--- config.mk ---
export PLATFORM = sky130hd
export DESIGN_NAME = ir_beacon_enc
export DESIGN_NICKNAME = d
export VERILOG_FILES = /design/src/rtl/ir_beacon_pkg.sv /design/src/rtl/ir_beacon_timebase.sv /design/src/rtl/ir_beacon_carrier.sv /design/src/rtl/ir_beacon_channel.sv /design/src/rtl/ir_beacon_enc.sv
export SDC_FILE = /design/constraint.sdc
export NUM_CORES = 1
export LEC_CHECK = 0
export BUFFER_PORTS_ARGS = -buffer_cell sky130_fd_sc_hd__buf_2
export CAP_MARGIN = 40
export CORE_MARGIN = 2
export CORE_UTILIZATION = 55
export CTS_CLUSTER_DIAMETER = 80
export DETAILED_ROUTE_END_ITERATION = 8
export PLACE_DENSITY = 0.75
export SLEW_MARGIN = 20
export SYNTH_ARGS = -nofsm -noshare
export SYNTH_HDL_FRONTEND = slang
export SYNTH_SLANG_ARGS = --single-unit
--- constraint.sdc ---
create_clock -name clk -period 2.6 [get_ports clk]
set_clock_uncertainty 0.15 [all_clocks]
set_input_delay 0.13 -clock clk [delete_from_list [all_inputs] [get_ports clk]]
set_output_delay 0.13 -clock clk [all_outputs]
set_load 0.02 [all_outputs]
--- src/rtl/ir_beacon_pkg.sv ---
package ir_beacon_pkg;
  // Envelope level of one symbol: a 1 bit leads with the long high phase,
  // a 0 bit leads with the short low phase.
  function automatic logic sym_level(input logic bit_val, input int unsigned ph,
                                     input int unsigned hi_ms, input int unsigned sym_ms);
    if (bit_val) return ph < hi_ms;
    return ph >= (sym_ms - hi_ms);
  endfunction
endpackage

--- src/rtl/ir_beacon_timebase.sv ---
module ir_beacon_timebase #(
  parameter int MS_CYC   = 50000,
  parameter int SYM_MS   = 4,
  parameter int FRAME_MS = 40,
  parameter int CODE_W   = 8
) (
  input  logic clk,
  input  logic rst,
  output logic [$clog2(SYM_MS)-1:0] phase,
  output logic [$clog2(FRAME_MS/SYM_MS)-1:0] slot,
  output logic idle,
  output logic frame_end
);
  localparam int SLOTS = FRAME_MS / SYM_MS;
  localparam int CW = $clog2(MS_CYC);
  localparam int PW = $clog2(SYM_MS);
  localparam int SW = $clog2(SLOTS);
  localparam logic [CW-1:0] MS_LAST   = CW'(MS_CYC - 1);
  localparam logic [PW-1:0] PH_LAST   = PW'(SYM_MS - 1);
  localparam logic [SW-1:0] SLOT_LAST = SW'(SLOTS - 1);
  localparam logic [SW-1:0] FIRST_IDLE = SW'(CODE_W);

  logic [CW-1:0] cyc;
  logic ms_end, sym_end;

  assign ms_end    = (cyc == MS_LAST);
  assign sym_end   = ms_end && (phase == PH_LAST);
  assign frame_end = sym_end && (slot == SLOT_LAST);
  assign idle      = (slot >= FIRST_IDLE);

  always_ff @(posedge clk) begin
    if (rst) begin
      cyc   <= '0;
      phase <= '0;
      slot  <= '0;
    end else begin
      cyc <= ms_end ? '0 : cyc + 1'b1;
      if (ms_end) phase <= (phase == PH_LAST) ? '0 : phase + 1'b1;
      if (sym_end) slot <= (slot == SLOT_LAST) ? '0 : slot + 1'b1;
    end
  end
endmodule

--- src/rtl/ir_beacon_carrier.sv ---
module ir_beacon_carrier #(
  parameter int CAR_PERIOD = 1316,
  parameter int CAR_HIGH   = 855
) (
  input  logic clk,
  input  logic rst,
  output logic car_on
);
  localparam int KW = $clog2(CAR_PERIOD);
  localparam logic [KW-1:0] K_LAST = KW'(CAR_PERIOD - 1);
  localparam logic [KW-1:0] K_HIGH = KW'(CAR_HIGH);

  logic [KW-1:0] cnt;

  assign car_on = (cnt < K_HIGH);

  always_ff @(posedge clk) begin
    if (rst) cnt <= '0;
    else     cnt <= (cnt == K_LAST) ? '0 : cnt + 1'b1;
  end
endmodule

--- src/rtl/ir_beacon_channel.sv ---
module ir_beacon_channel
  import ir_beacon_pkg::*;
#(
  parameter int CODE_W   = 8,
  parameter int SYM_MS   = 4,
  parameter int HI_MS    = 3,
  parameter int FRAME_MS = 40
) (
  input  logic clk,
  input  logic rst,
  input  logic [CODE_W-1:0] code_in,
  input  logic load,
  input  logic [$clog2(SYM_MS)-1:0] phase,
  input  logic [$clog2(FRAME_MS/SYM_MS)-1:0] slot,
  input  logic idle,
  input  logic car_on,
  input  logic mute,
  output logic drive
);
  localparam int IW = $clog2(CODE_W);
  localparam logic [IW-1:0] TOP_IDX = IW'(CODE_W - 1);

  logic [CODE_W-1:0] code_q;
  logic bit_val, env;

  assign bit_val = code_q[TOP_IDX - IW'(slot)];
  assign env = !idle && sym_level(bit_val, 32'(phase), HI_MS, SYM_MS);

  always_ff @(posedge clk) begin
    if (rst || load) code_q <= code_in;
    if (rst) drive <= 1'b0;
    else     drive <= env && car_on && !mute;
  end
endmodule

--- src/rtl/ir_beacon_enc.sv ---
module ir_beacon_enc #(
  parameter int NCH        = 2,
  parameter int CODE_W     = 8,
  parameter int MS_CYC     = 50000,
  parameter int SYM_MS     = 4,
  parameter int HI_MS      = 3,
  parameter int FRAME_MS   = 40,
  parameter int CAR_PERIOD = 1316,
  parameter int CAR_HIGH   = 855
) (
  input  logic clk,
  input  logic rst,
  input  logic [NCH*CODE_W-1:0] codes,
  input  logic docked,
  output logic [NCH-1:0] beacon_out
);
  localparam int PW = $clog2(SYM_MS);
  localparam int SW = $clog2(FRAME_MS / SYM_MS);

  logic [PW-1:0] phase;
  logic [SW-1:0] slot;
  logic idle, frame_end, car_on, dock_q;

  ir_beacon_timebase #(
    .MS_CYC(MS_CYC), .SYM_MS(SYM_MS), .FRAME_MS(FRAME_MS), .CODE_W(CODE_W)
  ) u_tb (
    .clk(clk), .rst(rst), .phase(phase), .slot(slot),
    .idle(idle), .frame_end(frame_end)
  );

  ir_beacon_carrier #(.CAR_PERIOD(CAR_PERIOD), .CAR_HIGH(CAR_HIGH)) u_car (
    .clk(clk), .rst(rst), .car_on(car_on)
  );

  // Mute decision only moves at a frame boundary.
  always_ff @(posedge clk) begin
    if (rst || frame_end) dock_q <= docked;
  end

  for (genvar i = 0; i < NCH; i++) begin : g_ch
    ir_beacon_channel #(
      .CODE_W(CODE_W), .SYM_MS(SYM_MS), .HI_MS(HI_MS), .FRAME_MS(FRAME_MS)
    ) u_ch (
      .clk(clk), .rst(rst), .code_in(codes[i*CODE_W +: CODE_W]),
      .load(frame_end), .phase(phase), .slot(slot), .idle(idle),
      .car_on(car_on), .mute(dock_q), .drive(beacon_out[i])
    );
  end
endmodule

Word level (Yosys, flattened, before mapping)
Cells that the tools add are included.

Add/subtract/negate cells: 5. $lt $le $gt $ge: 5. Equality and inequality tests: 4. Muxes and demuxes: 12. Reductions and logical operators: 13.

Operator list (number): adder 16 x 1 -> 16 bit, second input constant (1); == test 16 bit, second input constant (1); adder 11 x 1 -> 11 bit, second input constant (1); == test 11 bit, second input constant (1); less-than comparator 11 x 10 -> 1 bit, second input constant (1); logical AND 1 bit (8); 2-to-1 mux 1 bit (8); binary-select mux 1 bit (select 3 bit) (2); adder 4 x 1 -> 4 bit, second input constant (1); == test 4 bit, second input constant (1); greater-or-equal comparator 4 bit, second input constant (1); less-than comparator 3 x 4 -> 1 bit, second input constant (1); 2-to-1 mux 4 bit (1); OR reduction 2 bit (2); subtractor 3 bit, first input constant (1); adder 2 x 1 -> 2 bit, second input constant (1); == test 2 bit, second input constant (1); greater-or-equal comparator 2 x 1 -> 1 bit, second input constant (1); zero test 1 bit (2); less-than comparator 2 bit, second input constant (1); 2-to-1 mux 2 bit (1); logical OR 1 bit (1).

Register bits: 52. Bits of input ports: 19. Output and inout bits: 2. Word-level logic and storage cells: 48.

Depth between registers and ports, before layout
Gate-level depths: netlist of the first run.

Depth in word-level cells: 8. Depth in mapped cells: 7. Gate-level depth less buffers: 5.

Cells and area by module
From an unflattened synthesis of the first run, not the netlist that was laid out.

Cells, all modules: 207. Area total of the unflattened synthesis: 2324.7 um^2.

By module, submodules not included: ir_beacon_timebase (times used 1, cells an instance 115, area each 1062.3 um^2, seq. area each 440.4 um^2); ir_beacon_channel (times used 2, cells an instance 16, area each 354.1 um^2, seq. area each 260.2 um^2); ir_beacon_carrier (times used 1, cells an instance 58, area each 518.0 um^2, seq. area each 220.2 um^2); ir_beacon_enc (times used 1, cells an instance 2, area each 36.3 um^2, seq. area each 30.0 um^2).

Worst setup path after synthesis of the first run
No wires, ideal clock.

Kind: register to register. From: register u_tb.cyc[12]. To: register dock_q, enable pin. Library setup time: 342 ps. Data arrival time: 1919 ps. Required time: 2108 ps. Path slack: 188 ps. Cell stages (with the launch flop): 6. Buffers on the path: 1. Period minus slack after synthesis: 2412 ps. Path through: dfxtp_1 or4_1 or4_4 buf_6 nor2_1 a31o_2.

Cells in the longest elaborated chain, start to end: 4.

RTL lines: from (decl) (RTL line ir_beacon_timebase.sv:23) `logic [CW-1:0] cyc;`; from (signal assigned) (RTL line ir_beacon_timebase.sv:37) `cyc <= ms_end ? '0 : cyc + 1'b1;`; == test 16 bit (RTL line ir_beacon_timebase.sv:26) `assign ms_end = (cyc == MS_LAST);`; logical AND 1 bit (RTL line ir_beacon_timebase.sv:27) `assign sym_end = ms_end && (phase == PH_LAST);`; logical AND 1 bit (RTL line ir_beacon_timebase.sv:28) `assign frame_end = sym_end && (slot == SLOT_LAST);`; logical OR 1 bit (RTL line ir_beacon_enc.sv:37) `if (rst || frame_end) dock_q <= docked;`; to (signal assigned) (RTL line ir_beacon_enc.sv:37); to (decl) (RTL line ir_beacon_enc.sv:22) `logic idle, frame_end, car_on, dock_q;`.

Every way passes these cells. A chain may end at the register's enable or synchronous reset.

Final worst setup path of the first run
From: register u_tb.cyc[4]. To: register g_ch[0].u_ch.code_q[6], enable pin.

Cells in the longest elaborated chain, start to end: 4.

RTL lines: == test 16 bit (RTL line ir_beacon_timebase.sv:26); logical AND 1 bit (RTL line ir_beacon_timebase.sv:27); logical AND 1 bit (RTL line ir_beacon_timebase.sv:28); logical OR 1 bit (RTL line ir_beacon_channel.sv:30) `if (rst || load) code_q <= code_in;`; to (signal assigned) (RTL line ir_beacon_channel.sv:30); to (decl) (RTL line ir_beacon_channel.sv:23) `logic [CODE_W-1:0] code_q;`.

Every way passes these cells.

==> results.json, run 1 <==
{
  "dpl_cell_area_mm2": 0.002355,
  "maxSlewHeadroom_pct": 70.25,
  "die_w_um": 67.58,
  "netlist_instances": 211,
  "tightest_slew_ns": 0.4462,
  "grt_max_degree": 18,
  "dieArea_mm2": 0.004567,
  "ios": 21,
  "outcome": "finished, final reports clean",
  "leakage_nw": 0.9124,
  "ys_types": 38,
  "die_height_um": 67.58,
  "routed.top_layer": "met4",
  "fin_crit_ns": 2.420,
  "via_per_inst": 5.380,
  "drt-met1-wl_um": 1827,
  "seqCellArea_mm2": 0.001211,
  "synth_seq_area_share_pct": 54.47,
  "drcViolationCount": 0,
  "p_per_area_mw_per_mm2": 576.8,
  "cp_max_fo": 17,
  "h-tree-depth": 2,
  "antenna_found_initial": 0,
  "min-delay-path-class": "register to register",
  "netlist_area_mm2": 0.002223,
  "met3_length_um": 150,
  "end_kind": "register",
  "n_fill_cell": 305,
  "cp.required_ns": 2.42,
  "gp_congestion": 0.7775,
  "layout.nets": 272,
  "post-route-period-util_pct": 93.08,
  "clk-insertion-delay-late_ns": 0.31,
  "multi_input_area_um2": 920.9,
  "drt_pass1_iterations": 4,
  "fin_area_mm2": 0.002646,
  "clkTransAtPathRegs_ns": 0.09,
  "ys_ff_latch": 52,
  "grt_pass1_wl_um": 6879,
  "cts_tree": "done",
  "grt_overflow": 0,
  "start_util_pct": 56.39,
  "drive_above_1_share_pct": 15.20,
  "cp.arrival_ns": 2.24,
  "hold_violations": 0,
  "postCtsSetupRepairBufs": 0,
  "numClockSinks": 52,
  "avgSynthCellArea_um2": 10.54,
  "grt_util_all_layers_pct": 20.75,
  "dp_hpwl_um": 2523,
  "rsz0062_at_grt": "false",
  "vias": 1614,
  "holdWs_ns": 0.3398,
  "cts_max_path_buffers": 2,
  "yosys_warnings": 0,
  "fmax_mhz": 413.2,
  "core_area_mm2": 0.003943,
  "crit_type": "register to register",
  "worst_setup_path_start_kind": "register",
  "first_iter_violations": 114,
  "cts_made_buffers": 5,
  "routed_wl_um": 4054,
  "cts_root_buf": "clkbuf_8",
  "synth_flop_cell": "dfxtp_1",
  "detail-route-antenna-nets": 0,
  "routedWlPerCell_um": 13.51,
  "wl_met2_um": 1935,
  "grt_pass1_vias": 1524,
  "tns_ns": 0,
  "ir_worst_vdd_v": 0.0004288,
  "syn-num-nets": 234,
  "maxCapViolCount": 0,
  "slew_violations": 0,
  "setup_viol": 0,
  "flow.area_growth_from_synthesis_pct": 19.02,
  "async_reset_ff_share_pct": 0,
  "final_core_util_pct": 67.12,
  "io_buffer_count": 20,
  "synth_edf_count": 17,
  "antenna_cells": 0,
  "fp-row-count": 23
}
layout make-up:
type                            instances  share of cell area, %
Timing Repair Buffer                   41                  11.44
Clock buffer                            6                  2.742
Multi-Input combinational cell        139                  34.80
Inverter                               10                  1.418
Clock inverter                          2                  1.466
Tap cell                               50                  2.364
Sequential cell                        52                  45.77
cell usage after synthesis, drive strengths merged (5+ instances only):
| cell | count | area, µm² |
|---|---|---|
| nor2 | 36 | 135.1 |
| dfxtp | 35 | 700.7 |
| xnor2 | 18 | 157.7 |
| edfxtp | 17 | 510.5 |
| inv | 10 | 37.54 |
| nand2 | 10 | 37.54 |
| nand3 | 9 | 45.04 |
| a21oi | 6 | 30.03 |
| clkbuf | 6 | 22.52 |
| nor3 | 6 | 30.03 |
| nor4 | 5 | 31.28 |
| o21ai | 5 | 25.02 |
| or4 | 5 | 41.29 |
per-layer routing:
metal  vias to the layer above  global-route usage (%)
met5                         -                       0
met4                         0                   9.949
met3                        18                   6.000
met2                        32                   32.23
met1                       748                   26.57
li1                        816                       -
layout by cell type (no fill, tap or decap), drive strengths merged, types with 2 or more instances in the layout:
cell type,instances
a211oi,2
a21oi,6
buf,23
clkbuf,6
dfxtp,35
dlygate4sd3,18
edfxtp,17
ha,4
inv,11
mux2i,3
mux4,4
nand2,10
nand3,9
nand4,4
nor2,36
nor3,6
nor4,5
o21ai,5
or3,4
or4,5
xnor2,18
xor2,4
critical path, stage by stage (launching register included):
cell,delay (ns)
dfxtp_1,0.33
or4_1,0.52
or4_4,0.52
nor2_1,0.10
a31o_2,0.45
kinds of logic (layout without fill, tap and decap cells):
| logic type | after synthesis | count (layout) | share of synthesized area (%) |
|---|---|---|---|
| xor+xnor | 22 | 22 | 8.666 |
| fa+ha+maj | 4 | 4 | 2.251 |
| flops | 52 | 52 | 54.47 |
| mux | 7 | 7 | 5.403 |
| compound gates | 19 | 19 | 5.459 |
| simple gates | 87 | 87 | 19.64 |
| buf+inv | 20 | 59 | 4.108 |
final timing paths:
check                                          end                        from  cells past startpoint  slack [ns]
setup reg to reg  g_ch[0].u_ch.code_q[6]$_DFFE_PP_      u_tb.cyc[4]$_SDFF_PP0_                      4        0.18
hold reg to reg         u_tb.phase[0]$_SDFFE_PP0N_  u_tb.phase[0]$_SDFFE_PP0N_                      2        0.34
setup / recovery  g_ch[0].u_ch.code_q[6]$_DFFE_PP_      u_tb.cyc[4]$_SDFF_PP0_                      4        0.18
hold / removal          u_tb.phase[0]$_SDFFE_PP0N_  u_tb.phase[0]$_SDFFE_PP0N_                      2        0.34
state kept, by name, summed over array words and instances, names as in the netlist:
register,flops
u_tb.phase,2
u_tb.slot,4
dock_q,1
g_ch.u_ch.drive,2
g_ch.u_ch.code_q,16
u_tb.cyc,16
u_car.cnt,11
power by group:
part / internal, W / leakage (nW) / total, W / switching, W
combinational: 0.0000466 / 0.407 / 0.0000827 / 0.0000361
sequential: 0.000871 / 0.450 / 0.000886 / 0.0000154
clock: 0.000291 / 0.0558 / 0.000558 / 0.000267
total: 0.00121 / 0.912 / 0.00153 / 0.000318
metrics by stage:
stage	total power, W	setup WS [ns]	instances
2_1_floorplan	0.0009407	0.1883	211
3_3_place_gp	0.0009621	0.2083	274
3_5_place_dp	0.0009652	0.1881	274
4_1_cts	0.001536	0.1803	300
5_1_grt	0.001589	0.08802	300
6_report	0.001526	0.1800	300
timing repair:
item                      CTS  global route
resized for setup           0             0
hold endpoints to repair   24             0
hold buffers               18             0
Power figures use the tool's default switching activity.
==> run 2, diff against run 1 <==
--- a/config.mk
+++ b/config.mk
@@ -8,11 +8,10 @@
 export BUFFER_PORTS_ARGS = -buffer_cell sky130_fd_sc_hd__buf_2
 export CAP_MARGIN = 40
 export CORE_MARGIN = 2
-export CORE_UTILIZATION = 55
+export CORE_UTILIZATION = 35
 export CTS_CLUSTER_DIAMETER = 80
 export DETAILED_ROUTE_END_ITERATION = 8
-export PLACE_DENSITY = 0.75
-export SLEW_MARGIN = 20
+export SLEW_MARGIN = 0
 export SYNTH_ARGS = -nofsm -noshare
 export SYNTH_HDL_FRONTEND = slang
 export SYNTH_SLANG_ARGS = --single-unit
==> results.json, run 2 (synthesis results as in run 1) <==
{
  "outcome": "finished, final reports clean",
  "post_cts_resize_count": 0,
  "gp_congestion": 0.7320,
  "wl_met2_um": 1762,
  "grt_pass1_vias": 1447,
  "seqPwrFrac_pct": 62.1,
  "intPower_w": 0.001110,
  "routed.top_layer": "met4",
  "grt_pass1_wl_um": 6486,
  "p_per_area_mw_per_mm2": 533.6,
  "hp-start": "u_tb.cyc[0]$_SDFF_PP0_",
  "hold_violations": 0,
  "fin_cells": 327,
  "first_iter_violations": 52,
  "pwr-share-clk_pct": 32.0,
  "post-route-period-util_pct": 90.04,
  "routed_wl_um": 3782,
  "final_core_util_pct": 42.80,
  "holdPathEnd": "u_tb.cyc[0]$_SDFF_PP0_",
  "tightest_slew_ns": 0.3779,
  "ir_worst_vdd_v": 0.0002908,
  "routedWlPerCell_um": 11.57,
  "drive_above_1_share_pct": 15.60,
  "r2r_setup_slack_ns": 0.26,
  "grt_max_degree": 18,
  "fin_crit_ns": 2.341,
  "cp.required_ns": 2.48,
  "grt_util_all_layers_pct": 11.36,
  "final_common_cell": "nor2_1",
  "fmax_mhz": 427.2,
  "dieArea_mm2": 0.007006,
  "layout.nets": 272,
  "clk-insertion-delay-late_ns": 0.30,
  "cts_tree": "done",
  "leakage_nw": 0.9026,
  "switching_power_w": 0.0003153,
  "drt-met1-wl_um": 1848,
  "multi_input_area_um2": 920.9,
  "cts_made_buffers": 5,
  "ff2ff_path_depth": 5,
  "fp-row-count": 29,
  "worst_setup_path_start_kind": "register",
  "vias": 1554,
  "die_height_um": 83.70,
  "h-tree-depth": 2,
  "cts_hold_repair.buffers": 18,
  "holdWs_ns": 0.3170,
  "core_area_mm2": 0.006241,
  "io_buffer_count": 20,
  "flow.area_growth_from_synthesis_pct": 20.15,
  "maxCapViolCount": 0,
  "via_per_inst": 4.752,
  "drcViolationCount": 0,
  "rsz0062_at_grt": "false",
  "maxSlewHeadroom_pct": 74.77,
  "r2r_start": "u_tb.cyc[12]$_SDFF_PP0_",
  "die_w_um": 83.70,
  "n_fill_cell": 612,
  "clkTransAtPathRegs_ns": 0.09,
  "crit_type": "register to register",
  "final_cell_mix": "nor2_1 (36), dfxtp_1 (35), buf_2 (20)",
  "postCtsSetupRepairBufs": 0,
  "dp_hpwl_um": 2517,
  "hold_depth": 1,
  "drt_pass1_iterations": 4,
  "antenna_cells": 0,
  "power_frac_comb_pct": 5.9,
  "dp.cells": 301,
  "start_util_pct": 35.63,
  "grt_overflow": 0,
  "antenna_found_initial": 0,
  "numClockSinks": 52,
  "slew_violations": 0,
  "cts_root_buf": "clkbuf_8",
  "detail-route-antenna-nets": 0,
  "tns_ns": 0,
  "end_kind": "register",
  "cts_max_path_buffers": 2,
  "ios": 21,
  "largestRegisters": "g_ch.u_ch.code_q x16, u_tb.cyc x16, u_car.cnt x11",
  "cp_max_fo": 17,
  "swShare_pct": 22.12,
  "met3_length_um": 114,
  "min-delay-path-class": "register to register",
  "rr_endpoint": "g_ch[1].u_ch.code_q[4]$_DFFE_PP_",
  "cp.arrival_ns": 2.22,
  "seqCellArea_mm2": 0.001211,
  "setup_viol": 0
}
[run 2: area by class of cell]
cell class | count | area share (%)
multi-input combinational | 139 | 34.47
clock buffer | 5 | 2.576
timing repair buffer | 41 | 11.80
sequential | 52 | 45.34
tap | 77 | 3.607
clock inverter | 3 | 0.7963
inverter | 10 | 1.405
[run 2: power groups by stage]
stage | sequential (W) | clock, W | combinational [W]
floorplan | 0.000899 | 0 | 0.0000420
global placement | 0.000903 | 0 | 0.0000633
detailed placement | 0.000904 | 0 | 0.0000640
CTS | 0.000885 | 0.000479 | 0.0000848
global route | 0.000889 | 0.000506 | 0.0000936
finish | 0.000885 | 0.000456 | 0.0000841
[run 2: how the worst max path moves through the flow]
stage                     slack (ns)                     from                          endpoint
after floorplan                 0.19  u_tb.cyc[12]$_SDFF_PP0_                  dock_q$_DFFE_PP_
after detailed placement        0.26  u_tb.cyc[12]$_SDFF_PP0_  g_ch[0].u_ch.code_q[4]$_DFFE_PP_
after global routing            0.17  u_tb.cyc[12]$_SDFF_PP0_  g_ch[0].u_ch.code_q[7]$_DFFE_PP_
after global placement          0.26  u_tb.cyc[12]$_SDFF_PP0_  g_ch[1].u_ch.code_q[4]$_DFFE_PP_
final                           0.26  u_tb.cyc[12]$_SDFF_PP0_  g_ch[1].u_ch.code_q[4]$_DFFE_PP_
after CTS                       0.25  u_tb.cyc[12]$_SDFF_PP0_  g_ch[0].u_ch.code_q[4]$_DFFE_PP_
[run 2: layer usage]
metal / vias up / track usage [%]
li1: 814 / -
met1: 716 / 15.06
met2: 18 / 17.53
met3: 6 / 3.066
met4: 0 / 4.839
met5: - / 0
[run 2: worst max-delay path: stages (launching register included)]
cell and delay, ns:
dfxtp_1 0.35, or4_1 0.50, or4_4 0.60, nor2_1 0.12, a31o_2 0.19, buf_12 0.15
[run 2: metrics by stage]
stage          setup slack (ns)  total power, W  instance area, µm²
2_1_floorplan            0.1883       0.0009407                2223
3_3_place_gp             0.2601       0.0009667                2401
3_5_place_dp             0.2617       0.0009683                2401
4_1_cts                  0.2530        0.001450                2671
5_1_grt                  0.1668        0.001488                2671
6_report                 0.2590        0.001425                2671
